<file path="src/rtl/disk_csr_pkg.sv">
// Package: shared bit positions, masks, command strobe type and the
// status normalisation rule for the disk command/status register.
package disk_csr_pkg;
    localparam int STAT_W = 18;
    localparam int EFLAG_W = 5;

    localparam int B_ERR = 17;
    localparam int B_PAR = 16;
    localparam int B_ILA = 15;
    localparam int B_TIM = 14;
    localparam int B_NRY = 13;
    localparam int B_DON = 12;
    localparam int B_IE  = 11;
    localparam int B_BSY = 10;
    localparam int B_WR  = 9;
    localparam int FLAG_LSB = B_DON;

    localparam logic [STAT_W-1:0] M_EFLG = 18'o360000;
    localparam logic [STAT_W-1:0] M_KEEP = 18'o007000;
    localparam logic [STAT_W-1:0] M_LOW  = 18'o000777;
    localparam logic [STAT_W-1:0] M_ERR  = 18'o400000;
    localparam logic [STAT_W-1:0] M_DON  = 18'o010000;
    localparam logic [STAT_W-1:0] M_BSY  = 18'o002000;

    typedef enum logic [1:0] {
        SUB_0    = 2'd0,
        SUB_1    = 2'd1,
        SUB_2    = 2'd2,
        SUB_NONE = 2'd3
    } sub_e;

    typedef struct packed {
        logic clr_flags;
        logic skip_test;
        logic clr_all;
        logic rd_addr;
        logic rd_stat;
        logic ld_ma;
        logic ld_da;
        logic ld_wc;
        logic ld_stat;
    } cmd_s;

    // Apply error summary, zero low bits and done-clears-busy.
    function automatic logic [STAT_W-1:0] norm_status(input logic [STAT_W-1:0] v);
        logic [STAT_W-1:0] r;
        r = v & ~(M_ERR | M_LOW);
        if ((r & M_EFLG) != '0) r = r | M_ERR;
        if (r[B_DON]) r = r & ~M_BSY;
        return r;
    endfunction
endpackage

</file>
<file path="src/rtl/csr_cmd_decode.sv">
// Command decoder: turns the pulse bits and subcode of one host command
// into one strobe per action. Assumes at most one subcode per command;
// subcode 3 selects no action.
module csr_cmd_decode
    import disk_csr_pkg::*;
(
    input  logic       cmd_valid,
    input  logic [2:0] cmd_pulse,
    input  logic [1:0] cmd_sub,
    output cmd_s       cmd
);
    logic [2:0][2:0] hit;   // [pulse bit][subcode]

    // One strobe for every pulse bit / subcode pair.
    for (genvar p = 0; p < 3; p++) begin : g_pulse
        for (genvar s = 0; s < 3; s++) begin : g_sub
            assign hit[p][s] = cmd_valid && cmd_pulse[p] && (cmd_sub == 2'(s));
        end
    end

    // Name the strobes.
    always_comb begin
        cmd.clr_flags = hit[0][SUB_0];
        cmd.skip_test = hit[0][SUB_1];
        cmd.clr_all   = hit[0][SUB_2];
        cmd.rd_addr   = hit[1][SUB_0];
        cmd.rd_stat   = hit[1][SUB_1];
        cmd.ld_ma     = hit[1][SUB_2];
        cmd.ld_da     = hit[2][SUB_0];
        cmd.ld_wc     = hit[2][SUB_1];
        cmd.ld_stat   = hit[2][SUB_2];
    end
endmodule

</file>
<file path="src/rtl/csr_load_reg.sv">
// Plain loadable register for the address and count words. It holds its
// value unless the load strobe is high, and clears on reset.
module csr_load_reg #(
    parameter int W = 16
) (
    input  logic         clk,
    input  logic         rst_n,
    input  logic         load,
    input  logic [W-1:0] d,
    output logic [W-1:0] q
);
    // Capture on load, clear on reset.
    always_ff @(posedge clk) begin
        if (!rst_n)    q <= '0;
        else if (load) q <= d;
    end

    p_hold_r11: assert property (@(posedge clk) disable iff (!rst_n)
        !load |=> $stable(q))
        else $error("register changed without load");
endmodule

</file>
<file path="src/rtl/csr_status_reg.sv">
// Function/status word. In one cycle it applies the flag operation, then
// the XOR load, then the engine flag-set, and then normalises the result.
// It also produces the skip condition and the start/cancel pulses.
// Assumes the strobes come from csr_cmd_decode.
module csr_status_reg
    import disk_csr_pkg::*;
(
    input  logic               clk,
    input  logic               rst_n,
    input  cmd_s               cmd,
    input  logic [STAT_W-1:0]  ld_word,
    input  logic [EFLAG_W-1:0] eng_flags,
    output logic [STAT_W-1:0]  status_q,
    output logic [STAT_W-1:0]  status_mid,
    output logic               skip_hit,
    output logic               start_q,
    output logic               cancel_q
);
    logic [STAT_W-1:0] after_load;
    logic [STAT_W-1:0] next_status;
    logic [STAT_W-1:0] flag_set;

    // Flag operation first, then the XOR load, then the engine flags.
    always_comb begin
        if (cmd.clr_all)        status_mid = '0;
        else if (cmd.clr_flags) status_mid = status_q & ~(M_ERR | M_EFLG | M_DON);
        else                    status_mid = status_q;
        skip_hit = cmd.skip_test && (status_q[B_ERR] || status_q[B_DON]);
        if (cmd.ld_stat) after_load = (status_mid & M_KEEP) ^ (ld_word & ~M_LOW);
        else             after_load = status_mid;
        flag_set    = {{(STAT_W-FLAG_LSB-EFLAG_W){1'b0}}, eng_flags, {FLAG_LSB{1'b0}}};
        next_status = norm_status(after_load | flag_set);
    end

    // Status word and engine pulses.
    always_ff @(posedge clk) begin
        if (!rst_n) begin
            status_q <= '0;
            start_q  <= 1'b0;
            cancel_q <= 1'b1;
        end else begin
            status_q <= next_status;
            start_q  <= cmd.ld_stat && after_load[B_BSY];
            cancel_q <= cmd.ld_stat && !after_load[B_BSY];
        end
    end

    p_low_zero_r2: assert property (@(posedge clk) disable iff (!rst_n)
        status_q[8:0] == '0)
        else $error("low status bits not zero");
    p_done_no_busy_r5: assert property (@(posedge clk) disable iff (!rst_n)
        !(status_q[B_DON] && status_q[B_BSY]))
        else $error("busy with done");
    p_err_summary_r4: assert property (@(posedge clk) disable iff (!rst_n)
        status_q[B_ERR] == (status_q[B_PAR] | status_q[B_ILA] | status_q[B_TIM] | status_q[B_NRY]))
        else $error("error summary mismatch");
    p_clear_all_r9: assert property (@(posedge clk) disable iff (!rst_n)
        (cmd.clr_all && !cmd.ld_stat && eng_flags == '0) |=> (status_q == '0))
        else $error("clear-all left bits set");
    p_pulse_excl_r12: assert property (@(posedge clk) disable iff (!rst_n)
        $onehot0({start_q, cancel_q}))
        else $error("start and cancel together");
    p_start_busy_r12: assert property (@(posedge clk) disable iff (!rst_n)
        start_q |-> (status_q[B_BSY] || status_q[B_DON]))
        else $error("start without busy");
endmodule

</file>
<file path="src/rtl/disk_csr.sv">
// Top of the disk host command/status register. It decodes the command,
// forms the read value and the load word (host data OR read value),
// keeps the status and address registers, and registers the read result
// and skip for the cycle after the command.
module disk_csr
    import disk_csr_pkg::*;
#(
    parameter int MA_W = 15,
    parameter int WC_W = 16
) (
    input  logic               clk,
    input  logic               rst_n,
    input  logic               cmd_valid,
    input  logic [2:0]         cmd_pulse,
    input  logic [1:0]         cmd_sub,
    input  logic [STAT_W-1:0]  host_data,
    input  logic [EFLAG_W-1:0] eng_flags,
    output logic [STAT_W-1:0]  rd_data,
    output logic               skip,
    output logic               irq,
    output logic               eng_start,
    output logic               eng_cancel,
    output logic               eng_write,
    output logic [MA_W-1:0]    mem_addr,
    output logic [STAT_W-1:0]  disk_addr,
    output logic [WC_W-1:0]    word_count
);
    cmd_s              cmd;
    logic [STAT_W-1:0] status_q;
    logic [STAT_W-1:0] status_mid;
    logic [STAT_W-1:0] rd_val;
    logic [STAT_W-1:0] ld_word;
    logic              skip_hit;

    csr_cmd_decode u_dec (
        .cmd_valid (cmd_valid),
        .cmd_pulse (cmd_pulse),
        .cmd_sub   (cmd_sub),
        .cmd       (cmd)
    );

    // Read value of this command; loads see host data OR that value.
    always_comb begin
        rd_val  = (cmd.rd_addr ? disk_addr : '0) | (cmd.rd_stat ? status_mid : '0);
        ld_word = host_data | rd_val;
    end

    csr_status_reg u_stat (
        .clk        (clk),
        .rst_n      (rst_n),
        .cmd        (cmd),
        .ld_word    (ld_word),
        .eng_flags  (eng_flags),
        .status_q   (status_q),
        .status_mid (status_mid),
        .skip_hit   (skip_hit),
        .start_q    (eng_start),
        .cancel_q   (eng_cancel)
    );

    csr_load_reg #(.W(MA_W)) u_ma (
        .clk (clk), .rst_n (rst_n), .load (cmd.ld_ma),
        .d (ld_word[MA_W-1:0]), .q (mem_addr)
    );
    csr_load_reg #(.W(STAT_W)) u_da (
        .clk (clk), .rst_n (rst_n), .load (cmd.ld_da),
        .d (ld_word), .q (disk_addr)
    );
    csr_load_reg #(.W(WC_W)) u_wc (
        .clk (clk), .rst_n (rst_n), .load (cmd.ld_wc),
        .d (ld_word[WC_W-1:0]), .q (word_count)
    );

    // Registered read result and skip.
    always_ff @(posedge clk) begin
        if (!rst_n) begin
            rd_data <= '0;
            skip    <= 1'b0;
        end else begin
            rd_data <= rd_val;
            skip    <= skip_hit;
        end
    end

    assign irq       = (status_q[B_ERR] | status_q[B_DON]) & status_q[B_IE];
    assign eng_write = status_q[B_WR];

    p_skip_cause_r8: assert property (@(posedge clk) disable iff (!rst_n)
        (cmd.skip_test && !status_q[B_ERR] && !status_q[B_DON]) |=> !skip)
        else $error("skip without cause");
    p_irq_needs_ie_r6: assert property (@(posedge clk) disable iff (!rst_n)
        (cmd.clr_flags && eng_flags == '0 && !cmd.ld_stat) |=> !irq)
        else $error("irq after clear flags");
endmodule

</file>
<file path="config.mk">
export PLATFORM = sky130hd
export DESIGN_NAME = disk_csr
export DESIGN_NICKNAME = d
export VERILOG_FILES = /design/src/rtl/disk_csr_pkg.sv /design/src/rtl/csr_cmd_decode.sv /design/src/rtl/csr_load_reg.sv /design/src/rtl/csr_status_reg.sv /design/src/rtl/disk_csr.sv
export SDC_FILE = /design/constraint.sdc
export NUM_CORES = 1
export LEC_CHECK = 0
export BUFFER_PORTS_ARGS = -buffer_cell sky130_fd_sc_hd__buf_2
export CELL_PAD_IN_SITES_DETAIL_PLACEMENT = 1
export CELL_PAD_IN_SITES_GLOBAL_PLACEMENT = 1
export CORE_MARGIN = 2
export CORE_UTILIZATION = 36
export DETAILED_ROUTE_END_ITERATION = 6
export PLACE_DENSITY_LB_ADDON = 0.1
export SLEW_MARGIN = 25
export SYNTH_ARGS = -nofsm -noshare
export SYNTH_HDL_FRONTEND = slang
export SYNTH_SLANG_ARGS = --single-unit
</file>
<file path="constraint.sdc">
create_clock -name clk -period 2.08 [get_ports clk]
set_clock_uncertainty 0.1 [all_clocks]
set_input_delay 0.312 -clock clk [delete_from_list [all_inputs] [get_ports clk]]
set_output_delay 0.312 -clock clk [all_outputs]
set_load 0.02 [all_outputs]
</file>
# Yosys cells after proc, flatten, opt, wreduce, memory -nomap -nowiden
# Cells that the tools add are included.
dict set report word_totals {
  inputBits 31
  reg_bits 88
  wordCells 45
}
dict set report classes {
  n_reduce_logical 20
  eq_ne 2
  mux 7
  bitwise_logic 7
}
# op count
set op_table {}
lappend op_table {{$mux W18} 5}
lappend op_table {{$or A18 B18 Y18} 2}
lappend op_table {{$reduce_bool A18 Y1} 1}
lappend op_table {{$mux W17} 1}
lappend op_table {{$or A17 B17 Y17} 1}
lappend op_table {{$xor A12 B17 Y17} 1}
lappend op_table {{$logic_and A1 B1 Y1} 15}
lappend op_table {{$mux W13} 1}
lappend op_table {{$eq A2 B1 Y1 const B} 1}
lappend op_table {{$eq A2 B2 Y1 const B} 1}
lappend op_table {{$logic_not A2 Y1} 1}
lappend op_table {{$reduce_or A2 Y1} 1}
lappend op_table {{$and A1 B1 Y1} 1}
lappend op_table {{$logic_not A1 Y1} 1}
lappend op_table {{$logic_or A1 B1 Y1} 1}
lappend op_table {{$not A1 Y1} 1}
lappend op_table {{$or A1 B1 Y1} 1}

# Longest topological paths before layout
dict set report logic_depth {
  word_depth 13
  mapped_depth 6
}

# Modules after synthesis
# Synthesis repeated with hierarchy kept, for this count alone.
dict set report unflattened {
  hier_cells 318
  hier_area_um2 3519.6
}
# module instances cells_per_inst area_per_inst_um2
set modules_own_cells {}
lappend modules_own_cells {disk_csr 1 80 872.1}
lappend modules_own_cells {{csr_load_reg at u_da} 1 57 688.2}
lappend modules_own_cells {csr_status_reg 1 73 659.4}
lappend modules_own_cells {{csr_load_reg at u_wc} 1 51 615.6}
lappend modules_own_cells {{csr_load_reg at u_ma} 1 48 579.3}
lappend modules_own_cells {csr_cmd_decode 1 9 105.1}

# Least setup slack after synthesis
# No wires, ideal clock.
dict set report synth_path {
  kind {input to register}
  from {in cmd_sub[0]}
  to {reg u_stat.status_q[17]}
  setup_ns 0.125
  t_arrival_ns 1.500
  stages 5
  setup_slack_ns 0.355
  required_time_ns 1.855
  cell_sequence {buf_4 > nand4b_4 > and2_4 > a221o_1 > o41a_1}
}
dict set report synth_via {
  elab_chain_cells 12
}
# item line
set synth_rtl {}
lappend synth_rtl {{from (decl)} disk_csr.sv:15} ;# input logic [1:0] cmd_sub,
lappend synth_rtl {{$logic_not A2 Y1} csr_cmd_decode.sv:17} ;# assign hit[p][s] = cmd_valid && cmd_pulse[p] && (cmd_sub == 2'(s));
lappend synth_rtl {{$logic_and A1 B1 Y1} csr_cmd_decode.sv:17}
lappend synth_rtl {{$mux W18} csr_status_reg.sv:26} ;# else if (cmd.clr_flags) status_mid = status_q & ~(M_ERR | M_EFLG | M_DON);
lappend synth_rtl {{$mux W18} csr_status_reg.sv:25} ;# if (cmd.clr_all) status_mid = '0;
lappend synth_rtl {{$mux W18} disk_csr.sv:44} ;# rd_val = (cmd.rd_addr ? disk_addr : '0) | (cmd.rd_stat ? status_mid : '0);
lappend synth_rtl {{$or A18 B18 Y18} disk_csr.sv:44}
lappend synth_rtl {{$or A18 B18 Y18} disk_csr.sv:45} ;# ld_word = host_data | rd_val;
lappend synth_rtl {{$xor A12 B17 Y17} csr_status_reg.sv:29} ;# if (cmd.ld_stat) after_load = (status_mid & M_KEEP) ^ (ld_word & ~M_LOW);
lappend synth_rtl {{$mux W17 (*)} csr_status_reg.sv:29}
lappend synth_rtl {{$or A17 B17 Y17 (*)} csr_status_reg.sv:32} ;# next_status = norm_status(after_load | flag_set);
lappend synth_rtl {{$reduce_bool A18 Y1 (*)} disk_csr_pkg.sv:48} ;# if ((r & M_EFLG) != '0) r = r | M_ERR;
lappend synth_rtl {{$mux W18 (*)} disk_csr_pkg.sv:48}
lappend synth_rtl {{to (signal assigned)} csr_status_reg.sv:42} ;# status_q <= next_status;
lappend synth_rtl {{to (decl)} csr_status_reg.sv:13} ;# output logic [STAT_W-1:0] status_q,
# Mark *: on every way between the ends. The rest lies on a longest branch, timed or not.
# A chain may end at the register's enable or synchronous reset.

# Worst setup path after layout
dict set report layout_path {
  from {reg u_stat.status_q[12]}
  to {reg u_stat.status_q[10]}
}
dict set report layout_via {
  elab_chain_cells 10
}
# item line
set layout_rtl {}
lappend layout_rtl {{$mux W18 (*)} csr_status_reg.sv:26}
lappend layout_rtl {{$mux W18 (*)} csr_status_reg.sv:25}
lappend layout_rtl {{$mux W18} disk_csr.sv:44}
lappend layout_rtl {{$or A18 B18 Y18} disk_csr.sv:44}
lappend layout_rtl {{$or A18 B18 Y18} disk_csr.sv:45}
lappend layout_rtl {{$xor A12 B17 Y17} csr_status_reg.sv:29}
lappend layout_rtl {{$mux W17 (*)} csr_status_reg.sv:29}
lappend layout_rtl {{$or A17 B17 Y17 (*)} csr_status_reg.sv:32}
lappend layout_rtl {{$mux W18 (*)} disk_csr_pkg.sv:48}
lappend layout_rtl {{$reduce_or A2 Y1 (no source line) (*)} n/a}
# Marked as above.

==> results.sh <==
export IMPL_outcome="finished, final reports clean"
export IMPL_fill_cells=964
export IMPL_clk_transition_reported_paths_ns=0.08
export IMPL_dpl_hpwl_um=6400
export IMPL_yosysWarnings=0
export IMPL_min_path_type="in -> reg"
export IMPL_tightest_slew_ns=0.559
export IMPL_critPathSlowestCell="a21oi_1"
export IMPL_post_cts_buffers=0
export IMPL_routed_via_count=2626
export IMPL_post_place_ws_ns=0.202
export IMPL_synth_area_leaders="dfxtp_1 54%, nor2_1 7.6%, a211oi_1 5.2%"
export IMPL_synth_nets=342
export IMPL_rsz0062_at_grt="false"
export IMPL_synthArstFlopShare_pct=0
export IMPL_power_uw=3020
export IMPL_cap_viol_max_count=0
export IMPL_area_delta_synth_final_pct=28.0
export IMPL_r2r_slack_ns=0.49
export IMPL_die_w_um=93.8
export IMPL_worst_path_buf_inv=0
export IMPL_syn_area_um2=2910
export IMPL_grt_pass1_vias=2581
export IMPL_finalSetupViolCount=0
export IMPL_synth_edf_count=0
export IMPL_ys_seq_area_share_pct=54.4
export IMPL_diodes=0
export IMPL_timing_critical_path_mode_cell="a21oi_1"
export IMPL_layout_common_cells="102 x buf_2, 79 x dfxtp_1, 59 x nor2_1"
export IMPL_worstPathArrival_ns=1.76
export IMPL_die_h_um=93.8
export IMPL_placed_area_um2=3520
export IMPL_final_area_um2=3720
export IMPL_ys_seq_elements=79
export IMPL_post_route_period_util_pct=76.4
export IMPL_avgSynthCellArea_um2=9.34
export IMPL_clk_latency_ns=0.35
export IMPL_pin_count=103
export IMPL_syn_instance_count=311
export IMPL_routed_wl_um=8820
export IMPL_crit_chain="mux2_2 > a21oi_1 > a21oi_1 > o21ai_0"
export IMPL_fmax_mhz=629
export IMPL_finalSetupTns_ns=0
export IMPL_period_needed_ns=1.59
export IMPL_io_buffers=102
export IMPL_cts_root_buf="clkbuf_8"
export IMPL_critical_path_class="reg -> reg"
export IMPL_core_area_um2=7770
export IMPL_grt_overflow=0
export IMPL_start_util_pct=37.4
export IMPL_dr_first_iter_drc_count=139
export IMPL_antenna_found_initial=0
export IMPL_final_common_cell="buf_2"
export IMPL_cts_resized=0
export IMPL_grt_pass1_wl_um=13800
export IMPL_switchingPower_uw=751
export IMPL_cts_buffers_inserted=9
export IMPL_grtUsageTotal_pct=20.7
export IMPL_ir_worst_vdd_mv=0.370
export IMPL_hold_buffers=0
export IMPL_yosysTopAreaCell="dfxtp_1"
export IMPL_p_sw_share_pct=24.9
export IMPL_drive_gt1_share_pct=33.3
export IMPL_slew_viol_final=0
export IMPL_antenna_left=0
export IMPL_slew_limit_headroom_pct=62.8
export IMPL_layout_setup_ws_ns=0.491
export IMPL_power_internal_uw=2270
export IMPL_rows=32
export IMPL_vias_per_cell=5.08
export IMPL_power_share_clock_pct=38.0
export IMPL_drc=0
export IMPL_synth_top_area_share_pct=54.4
export IMPL_cts_tree="done"
export IMPL_grt_max_degree=34
export IMPL_synth_cell_types=37
export IMPL_crit_required_ns=2.25
export IMPL_power_frac_seq_pct=52.2
export IMPL_ys_flop_type="dfxtp_1"
export IMPL_combPwrFrac_pct=9.7
export IMPL_met2_wirelength_um=3960
export IMPL_cp_end_kind="flip-flop"
export IMPL_final_nets=443
export IMPL_fin_util_pct=47.9
export IMPL_startpoint_type="flip-flop"
export IMPL_die_area_um2=8810
export IMPL_p_leak_uw=0.00173
export IMPL_wl_met3_um=524
export IMPL_ctsHtreeMaxLevel=3
export IMPL_cp_top_family="compound AO/OA/AOI/OAI gates"
export IMPL_drt_pass1_iter_count=4
export IMPL_path_max_fanout=6
export IMPL_ctsLongestPathBuffers=2
export IMPL_gp_congestion=0.832
export IMPL_p_per_area_nw_per_um2=811
export IMPL_wire_per_inst_um=17.1
export IMPL_hold_viol_final=0
export IMPL_cp_slowest_stage_delay_ns=0.48
export IMPL_wirelength_met1_um=4260
export IMPL_cts_sinks=79
export IMPL_top_layer="met4"
## power groups by stage
stage | clock [uW] | combinational (uW) | sequential [uW]
after floorplan | 0 | 134 | 1640
after detailed placement | 0 | 292 | 1610
after CTS | 1190 | 295 | 1580
final | 1150 | 294 | 1580
after global placement | 0 | 290 | 1610
after global routing | 1250 | 321 | 1580
## metrics by stage
step                hold WS (ns)  std cells
global route               0.125        517
global placement           0.339        503
detailed placement         0.349        503
CTS                        0.118        517
finish                     0.133        517
floorplan                  0.343        311
## worst reg2reg max path: stages (launching register included)
cell	delay, ns
dfxtp_1	0.35
mux2_2	0.29
a21oi_1	0.48
a21oi_1	0.13
o21ai_0	0.18
## area by class of cell
type | instances | area, um^2 | share of cell area [%]
Inverter | 1 | 3.75 | 0.101
Clock inverter | 3 | 43.8 | 1.18
Multi-Input combinational cell | 210 | 1220 | 32.8
Tap cell | 102 | 128 | 3.43
Sequential cell | 79 | 1580 | 42.5
Clock buffer | 11 | 151 | 4.07
Timing Repair Buffer | 111 | 591 | 15.9
## metal layers
metal / track usage [%] / vias to the layer above
li1: - / 1287
met1: 28.7 / 1264
met2: 30.8 / 69
met3: 6.58 / 6
met4: 5.80 / 0
met5: 0 / -
## logic make-up (layout without fill, tap and decap cells)
| kind of cell | Yosys count | in the layout | share of synthesized area [%] |
|---|---|---|---|
| simple gates | 130 | 130 | 22.6 |
| flops | 79 | 79 | 54.4 |
| xor+xnor | 3 | 3 | 0.905 |
| compound gates | 70 | 70 | 15.9 |
| buf+inv | 22 | 126 | 3.53 |
| mux | 7 | 7 | 2.63 |
## Yosys cell counts, types with 4 or more instances
master and number:
mux2_2 5, a21oi_1 19, and2_1 5, a221o_1 4
nand2_1 28, a211oi_1 20, dfxtp_1 79, buf_2 7
and3_1 15, nand4b_1 4, o21ai_0 12, clkbuf_1 11
nor2_1 59, a22oi_1 9
## path summary, 6_finish.rpt
check | from | to | cells after the start
worst max-delay path | u_stat.status_q[12] | u_stat.status_q[10] | 4
worst min-delay path | host_data[5] | u_ma.q[5] | 3
worst max register to register | u_stat.status_q[12] | u_stat.status_q[10] | 4
worst min register to register | u_ma.q[7] | u_ma.q[7] | 2
## sequential cells by signal (all words and copies together), names as in the netlist
register / flops
rd_data: 18
u_ma.q: 15
u_stat.start_q: 1
skip: 1
u_wc.q: 16
u_stat.status_q: 9
u_da.q: 18
u_stat.cancel_q: 1
Power figures use the tool's default switching activity.
